===== src/rtl/swu_pkg.sv =====
package swu_pkg;

  typedef enum logic [1:0] {
    TX_IDLE  = 2'd0,
    TX_GUARD = 2'd1,
    TX_FRAME = 2'd2
  } tx_state_e;

  typedef enum logic [1:0] {
    RX_IDLE = 2'd0,
    RX_HALF = 2'd1,
    RX_BITS = 2'd2
  } rx_state_e;

  localparam int FRAME_BITS = 12;  // start + 8 data + parity + 2 stop
  localparam int LAST_RX    = 10;  // index of second stop sample after start

  function automatic logic even_parity(input logic [7:0] b);
    return ^b;
  endfunction

endpackage


===== src/rtl/swu_sync.sv =====
module swu_sync #(
  parameter int STAGES = 2
) (
  input  logic clk,
  input  logic rst_n,
  input  logic d,
  output logic q
);
  logic [STAGES-1:0] chain;

  always_ff @(posedge clk or negedge rst_n) begin
    if (!rst_n) chain <= '1;
    else        chain <= {chain[STAGES-2:0], d};
  end

  assign q = chain[STAGES-1];
endmodule


===== src/rtl/swu_tx.sv =====
module swu_tx
  import swu_pkg::*;
#(
  parameter int CLKS_PER_BIT = 16,
  parameter int GUARD_BITS   = 2,
  parameter int CNT_W        = 8
) (
  input  logic       clk,
  input  logic       rst_n,
  input  logic       start,
  input  logic [7:0] data,
  output logic       busy,
  output logic       drive_en,
  output logic       drive_val
);
  localparam logic [CNT_W-1:0] GUARD_LD = CNT_W'(GUARD_BITS * CLKS_PER_BIT - 1);
  localparam logic [CNT_W-1:0] BIT_LD   = CNT_W'(CLKS_PER_BIT - 1);
  localparam logic [3:0]       LAST_BIT = 4'(FRAME_BITS - 1);

  tx_state_e              st_q, st_d;
  logic [CNT_W-1:0]       cnt_q, cnt_d;
  logic [3:0]             bit_q, bit_d;
  logic [FRAME_BITS-1:0]  sh_q, sh_d;
  logic                   tick;

  assign tick = (cnt_q == '0);

  always_comb begin
    st_d  = st_q;
    cnt_d = cnt_q;
    bit_d = bit_q;
    sh_d  = sh_q;
    unique case (st_q)
      TX_IDLE: begin
        if (start) begin
          st_d  = TX_GUARD;
          cnt_d = GUARD_LD;
          bit_d = '0;
          sh_d  = {2'b11, even_parity(data), data, 1'b0};
        end
      end
      TX_GUARD: begin
        if (tick) begin
          st_d  = TX_FRAME;
          cnt_d = BIT_LD;
        end else begin
          cnt_d = cnt_q - 1'b1;
        end
      end
      TX_FRAME: begin
        if (tick) begin
          if (bit_q == LAST_BIT) begin
            st_d = TX_IDLE;
          end else begin
            bit_d = bit_q + 1'b1;
            sh_d  = {1'b1, sh_q[FRAME_BITS-1:1]};
            cnt_d = BIT_LD;
          end
        end else begin
          cnt_d = cnt_q - 1'b1;
        end
      end
      default: st_d = TX_IDLE;
    endcase
  end

  always_ff @(posedge clk or negedge rst_n) begin
    if (!rst_n) begin
      st_q  <= TX_IDLE;
      cnt_q <= '0;
      bit_q <= '0;
      sh_q  <= '1;
    end else begin
      st_q  <= st_d;
      cnt_q <= cnt_d;
      bit_q <= bit_d;
      sh_q  <= sh_d;
    end
  end

  assign busy      = (st_q != TX_IDLE);
  assign drive_en  = busy;
  assign drive_val = (st_q == TX_FRAME) ? sh_q[0] : 1'b1;
endmodule


===== src/rtl/swu_rx.sv =====
module swu_rx
  import swu_pkg::*;
#(
  parameter int CLKS_PER_BIT = 16,
  parameter int CNT_W        = 8
) (
  input  logic       clk,
  input  logic       rst_n,
  input  logic       enable,
  input  logic       line,
  output logic       busy,
  output logic [7:0] data,
  output logic       valid
);
  localparam logic [CNT_W-1:0] HALF_LD = CNT_W'(CLKS_PER_BIT / 2 - 1);
  localparam logic [CNT_W-1:0] BIT_LD  = CNT_W'(CLKS_PER_BIT - 1);
  localparam logic [3:0]       STOP2   = 4'(LAST_RX);

  rx_state_e        st_q, st_d;
  logic [CNT_W-1:0] cnt_q, cnt_d;
  logic [3:0]       bit_q, bit_d;
  logic [7:0]       sh_q, sh_d;
  logic             vld_q, vld_d;
  logic             tick;

  assign tick = (cnt_q == '0);

  always_comb begin
    st_d  = st_q;
    cnt_d = cnt_q;
    bit_d = bit_q;
    sh_d  = sh_q;
    vld_d = 1'b0;
    unique case (st_q)
      RX_IDLE: begin
        if (enable && !line) begin
          st_d  = RX_HALF;
          cnt_d = HALF_LD;
        end
      end
      RX_HALF: begin
        if (tick) begin
          st_d  = RX_BITS;
          cnt_d = BIT_LD;
          bit_d = '0;
        end else begin
          cnt_d = cnt_q - 1'b1;
        end
      end
      RX_BITS: begin
        if (tick) begin
          if (bit_q < 4'd8) sh_d = {line, sh_q[7:1]};
          if (bit_q == STOP2) begin
            st_d  = RX_IDLE;
            vld_d = 1'b1;
          end else begin
            bit_d = bit_q + 1'b1;
            cnt_d = BIT_LD;
          end
        end else begin
          cnt_d = cnt_q - 1'b1;
        end
      end
      default: st_d = RX_IDLE;
    endcase
  end

  always_ff @(posedge clk or negedge rst_n) begin
    if (!rst_n) begin
      st_q  <= RX_IDLE;
      cnt_q <= '0;
      bit_q <= '0;
      sh_q  <= '0;
      vld_q <= 1'b0;
    end else begin
      st_q  <= st_d;
      cnt_q <= cnt_d;
      bit_q <= bit_d;
      sh_q  <= sh_d;
      vld_q <= vld_d;
    end
  end

  assign busy  = (st_q != RX_IDLE);
  assign data  = sh_q;
  assign valid = vld_q;
endmodule


===== src/rtl/sw_parity_uart.sv =====
module sw_parity_uart #(
  parameter int CLKS_PER_BIT = 16,
  parameter int GUARD_BITS   = 2,
  parameter int CNT_W        = 8
) (
  input  logic       clk,
  input  logic       rst_n,
  input  logic [7:0] tx_data,
  input  logic       tx_valid,
  output logic       tx_ready,
  output logic [7:0] rx_data,
  output logic       rx_valid,
  input  logic       line_in,
  output logic       drive_en,
  output logic       drive_val
);
  localparam int GUARD_CYC = GUARD_BITS * CLKS_PER_BIT;

  generate
    if (CLKS_PER_BIT < 4 || GUARD_CYC > (2 ** CNT_W) || CLKS_PER_BIT > (2 ** CNT_W)) begin : g_bad_cfg
      $error("sw_parity_uart: bit period outside supported counter range");
    end
  endgenerate

  logic [1:0] rst_pipe;
  logic       rst_s_n;

  always_ff @(posedge clk or negedge rst_n) begin
    if (!rst_n) rst_pipe <= '0;
    else        rst_pipe <= {rst_pipe[0], 1'b1};
  end
  assign rst_s_n = rst_pipe[1];

  logic line_s;
  logic tx_busy, rx_busy, tx_start, rx_en;

  swu_sync #(.STAGES(2)) u_sync (
    .clk  (clk),
    .rst_n(rst_s_n),
    .d    (line_in),
    .q    (line_s)
  );

  assign tx_ready = !tx_busy && !rx_busy;
  assign tx_start = tx_valid && tx_ready;
  assign rx_en    = !tx_busy && !tx_start;

  swu_tx #(
    .CLKS_PER_BIT(CLKS_PER_BIT),
    .GUARD_BITS  (GUARD_BITS),
    .CNT_W       (CNT_W)
  ) u_tx (
    .clk      (clk),
    .rst_n    (rst_s_n),
    .start    (tx_start),
    .data     (tx_data),
    .busy     (tx_busy),
    .drive_en (drive_en),
    .drive_val(drive_val)
  );

  swu_rx #(
    .CLKS_PER_BIT(CLKS_PER_BIT),
    .CNT_W       (CNT_W)
  ) u_rx (
    .clk   (clk),
    .rst_n (rst_s_n),
    .enable(rx_en),
    .line  (line_s),
    .busy  (rx_busy),
    .data  (rx_data),
    .valid (rx_valid)
  );
endmodule


===== config.mk =====
export PLATFORM = sky130hd
export DESIGN_NAME = sw_parity_uart
export DESIGN_NICKNAME = d
export VERILOG_FILES = /design/src/rtl/swu_pkg.sv /design/src/rtl/swu_sync.sv /design/src/rtl/swu_tx.sv /design/src/rtl/swu_rx.sv /design/src/rtl/sw_parity_uart.sv
export SDC_FILE = /design/constraint.sdc
export NUM_CORES = 1
export LEC_CHECK = 0
export BUFFER_PORTS_ARGS = -buffer_cell sky130_fd_sc_hd__clkbuf_2
export CAP_MARGIN = 40
export CORE_ASPECT_RATIO = 1.1
export CORE_MARGIN = 4
export CORE_UTILIZATION = 35
export CTS_CLUSTER_DIAMETER = 30
export DETAILED_ROUTE_END_ITERATION = 10
export PLACE_DENSITY_LB_ADDON = 0.1
export SLEW_MARGIN = 40
export SYNTH_ARGS = -nofsm -noshare
export SYNTH_HDL_FRONTEND = slang
export SYNTH_HIERARCHICAL = 1
export SYNTH_SLANG_ARGS = --single-unit
export TNS_END_PERCENT = 30

===== constraint.sdc =====
create_clock -name clk -period 3.2 [get_ports clk]
set_input_delay 0.32 -clock clk [delete_from_list [all_inputs] [get_ports clk]]
set_output_delay 0.32 -clock clk [all_outputs]
set_load 0.01 [all_outputs]

==> results.md <==
* Fillers at 827
* Initial Util at 36.0%
* Internal at 1.40 mW
* Final net count at roughly 340
* Max-Cap Viols at 0
* Clk_skew at about 13 ps
* Vias per std cell at 5.09
* Final ANT Viol Nets at 0
* Row count at 34
* Worst VDD drop at approximately 0.24 mV
* Hold Fails Final Rpt at 0
* HPWL Detailed at about 4.1 mm
* N_diodes at 0
* Final worst path period share at 74.2%
* Syn_nets at just over 300
* Ys flop type: dfrtp_1
* Post-synth EDFFs at 0
* GRT Total Usage at ~13%
* First-pass DRT Iterations at 4
* Yosys warning count at 6
* P_sw at slightly below 1 mW
* Met2 Usage GRT at between 20% and 30%
* Pins over their slew limit at 0
* Switching Share at between 40% and 50%
* CTS Root Cell: clkbuf_8
* Cells after synthesis at between 200 and 300
* Clk Latency, worst-skew pair at 300 ps
* Vias at between 2,000 and 2,500
* Crit start category: flip-flop
* Flops & latches, synth at 51
* Grt ovf at 0
* Comb power frac at 44.7%
* Gpl congestion at roughly 0.8
* Num CTS Buffers at 5
* RSZ-0062 raised after global routing: no
* Fmax at approximately 420 MHz
* Share of layout cells above drive strength 1 at between 20% and 30%
* Status: finished, final reports clean
* Clk sinks at 51
* Clock-pin slew on the worst setup and hold paths at about 100 ps
* Total I/O pin count at 24
* Max Root-Sink Buffers at 2
* Leakage Power at about 1.4 nW
* Req. time, crit path at between 3000 and 4000 ps
* Slew @ Worst Pin at about 690 ps
* Layout area overhead at 11.1%
* GR Util met3 at ~2.9%
* Slew margin rel. at 53.6%
* Wire length per cell at between 10 and 15 um
* Largest stage delay on the critical path at 430 ps
* Final Setup Violations at 0
* Class of the most critical hold timing path: input port to flip-flop
* Part of the power in the clock network at 15.6%
* Grt met1 use at ~16%
* Pwr dens at between 700 and 800 mW/mm^2
* CP Cell Sequence: inv_1 -> ha_1 -> inv_1 -> nor2_2 -> and2_1 -> nand2b_1 -> o21ai_0 -> buf_4 -> nor2_2 -> o21ai_1 -> a22o_1
* Netlist cell types at 57
* Mapped Area at between 0.002 and 0.003 mm^2
* Slowest cell on crit path: dfrtp_1
* Crit path DAT at between 2000 and 3000 ps
* Worst Path Max Fanout at 11
* Via count of the first global-routing pass at a little over 2,000
* TritonCTS clock tree: built
* Share of power burned in registers at 39.7%
* Placed Instances at between 400 and 500
* Final Non-Filler Cells at approximately 410
* Post-cts repair resize count at 0
* Largest net degree at the start of global routing at 37
* Max H-tree Level at 2
* Final WL at 5.61 mm
* Hold_ws at slightly above 100 ps
* Die width at about 94 um
* Drt drc at 0
* Fin crit period at between 2000 and 2500 ps
* Asr flop ratio synth at 100%
* CP Capture Type: flip-flop
* Setup tns final at 0 ps
* Core area at 0.00791 mm^2
* Crit Path Class: flip-flop to flip-flop
* Synthesized area per cell at between 10 and 15 um^2
* Initial antenna violation count at 0
* GRT busiest layer: met2
* Chip Height at 103 um
* First-pass GRT wire length at ~9.7 mm
* Register area share after synthesis at 45.3%
* Die footprint at 0.00965 mm^2
* # port buffers at 23
* DRT iter0 DRCs at between 70 and 80
per-stage QoR:
stage	util, %	area, um^2	setup WS, ps	total power [mW]
5_1_grt	40.0	3170	551	2.61
3_3_place_gp	38.8	3070	891	2.03
4_1_cts	40.0	3170	807	2.43
2_1_floorplan	-	2850	1050	1.80
3_5_place_dp	38.8	3070	821	2.03
6_report	40.0	3170	826	2.38
routing by layer:
| layer | wire length (um) | vias up |
|---|---|---|
| met4 | 22 | 0 |
| met3 | 191 | 4 |
| met1 | 2670 | 1027 |
| met5 | 0 | - |
| met2 | 2730 | 29 |
| li1 | - | 1043 |
placed cells by master (no fill, tap or decap), drive strengths merged, types with 3 or more instances in the layout:
master  instances
a21oi           5
a22o           10
a31oi           6
and2            5
buf             3
clkbuf         29
dfrtp          39
dfstp          12
ha             19
inv            18
mux2           13
nand2          12
nand2b          5
nand3           6
nor2           32
nor3           20
o21ai          19
o31ai           3
xnor2           8
cell type report:
cell class	instances	area, um^2	area share (%)
multi-input cells	201	1430	45.3
well taps	108	135	4.27
clock inverters	2	13.8	0.435
inverters	18	67.6	2.13
flip-flops and latches	51	1290	40.9
repair buffers	27	148	4.66
clock buffers	6	72.6	2.29
synthesized netlist by cell type, drive strengths merged, types with 2 or more instances:
library cell | instances | area [um^2]
o41ai | 2 | 17.5
a31oi | 6 | 37.5
a21oi | 5 | 32.5
mux2 | 13 | 146
xnor2 | 8 | 70.1
or3 | 2 | 12.5
buf | 6 | 41.3
o31ai | 3 | 22.5
dfstp | 12 | 315
dfrtp | 39 | 976
nor2b | 2 | 12.5
nor4 | 2 | 12.5
and3b | 2 | 17.5
ha | 19 | 238
a22o | 10 | 87.6
and2 | 5 | 32.5
o21ai | 19 | 98.9
inv | 18 | 67.6
nand2 | 12 | 45.0
nand4 | 2 | 25.0
nor3 | 20 | 105
nor2 | 32 | 125
a21o | 2 | 15.0
and4 | 2 | 17.5
clkbuf | 4 | 15.0
or2 | 2 | 15.0
nand3b | 2 | 27.5
nand2b | 5 | 31.3
nand3 | 6 | 30.0
power by group through the flow:
stage                     Sequential, mW  Clock [mW]  Combinational [mW]
after floorplan                    0.929           0               0.866
after global placement             0.958           0                1.07
after detailed placement           0.958           0                1.08
after CTS                          0.947       0.407                1.08
after global routing               0.970       0.424                1.22
final                              0.946       0.372                1.06
path summary, 6_finish.rpt:
| path | from | to | slack [ps] | cells after the start |
|---|---|---|---|---|
| setup / recovery | u_tx/st_q[0]$_DFFE_PN0P_ | u_tx/bit_q[2]$_DFFE_PN0P_ | 830 | 11 |
| hold / removal | line_in | u_sync/chain[0]$_DFF_PN1_ | 100 | 1 |
| setup reg to reg | u_tx/st_q[0]$_DFFE_PN0P_ | u_tx/bit_q[2]$_DFFE_PN0P_ | 830 | 11 |
| hold reg to reg | rst_pipe[1]$_DFF_PN0_ | u_rx/cnt_q[3]$_DFFE_PN0P_ | 300 | 0 |
| max in group asynchronous | rst_pipe[1]$_DFF_PN0_ | u_tx/sh_q[7]$_DFFE_PN1P_ | 2250 | 1 |
| min in group asynchronous | rst_pipe[1]$_DFF_PN0_ | u_rx/cnt_q[3]$_DFFE_PN0P_ | 300 | 0 |
cells by family (layout without fill, tap and decap cells):
group / after synthesis / in the layout / share of synthesized area, %
mux: 14 / 14 / 5.49
simple gates: 100 / 100 / 19.5
other cells: 1 / 1 / 0.132
compound gates: 59 / 59 / 14.4
xor+xnor: 8 / 8 / 2.46
flops: 51 / 51 / 45.3
fa+ha+maj: 19 / 19 / 8.34
buf+inv: 28 / 53 / 4.35
critical path: cells and delay by family (launching register included):
kind,cells,cell delay [ps]
simple gates,4,810
flops,1,430
buf+inv,3,430
compound gates,3,420
fa+ha+maj,1,200
repair_timing:
| action | CTS | global route |
|---|---|---|
| hold buffers | 1 | 0 |
| setup buffers | 0 | 0 |
| hold endpoints to repair | 2 | 0 |
registers in the layout (all words and copies together) (netlist names), 4 cells and up:
name	flops
u_tx/sh_q	10
u_rx/cnt_q	8
u_rx/data	8
u_tx/cnt_q	8
u_rx/bit_q	4
u_tx/bit_q	4
Note: power is estimated with default switching activity, not from simulation.
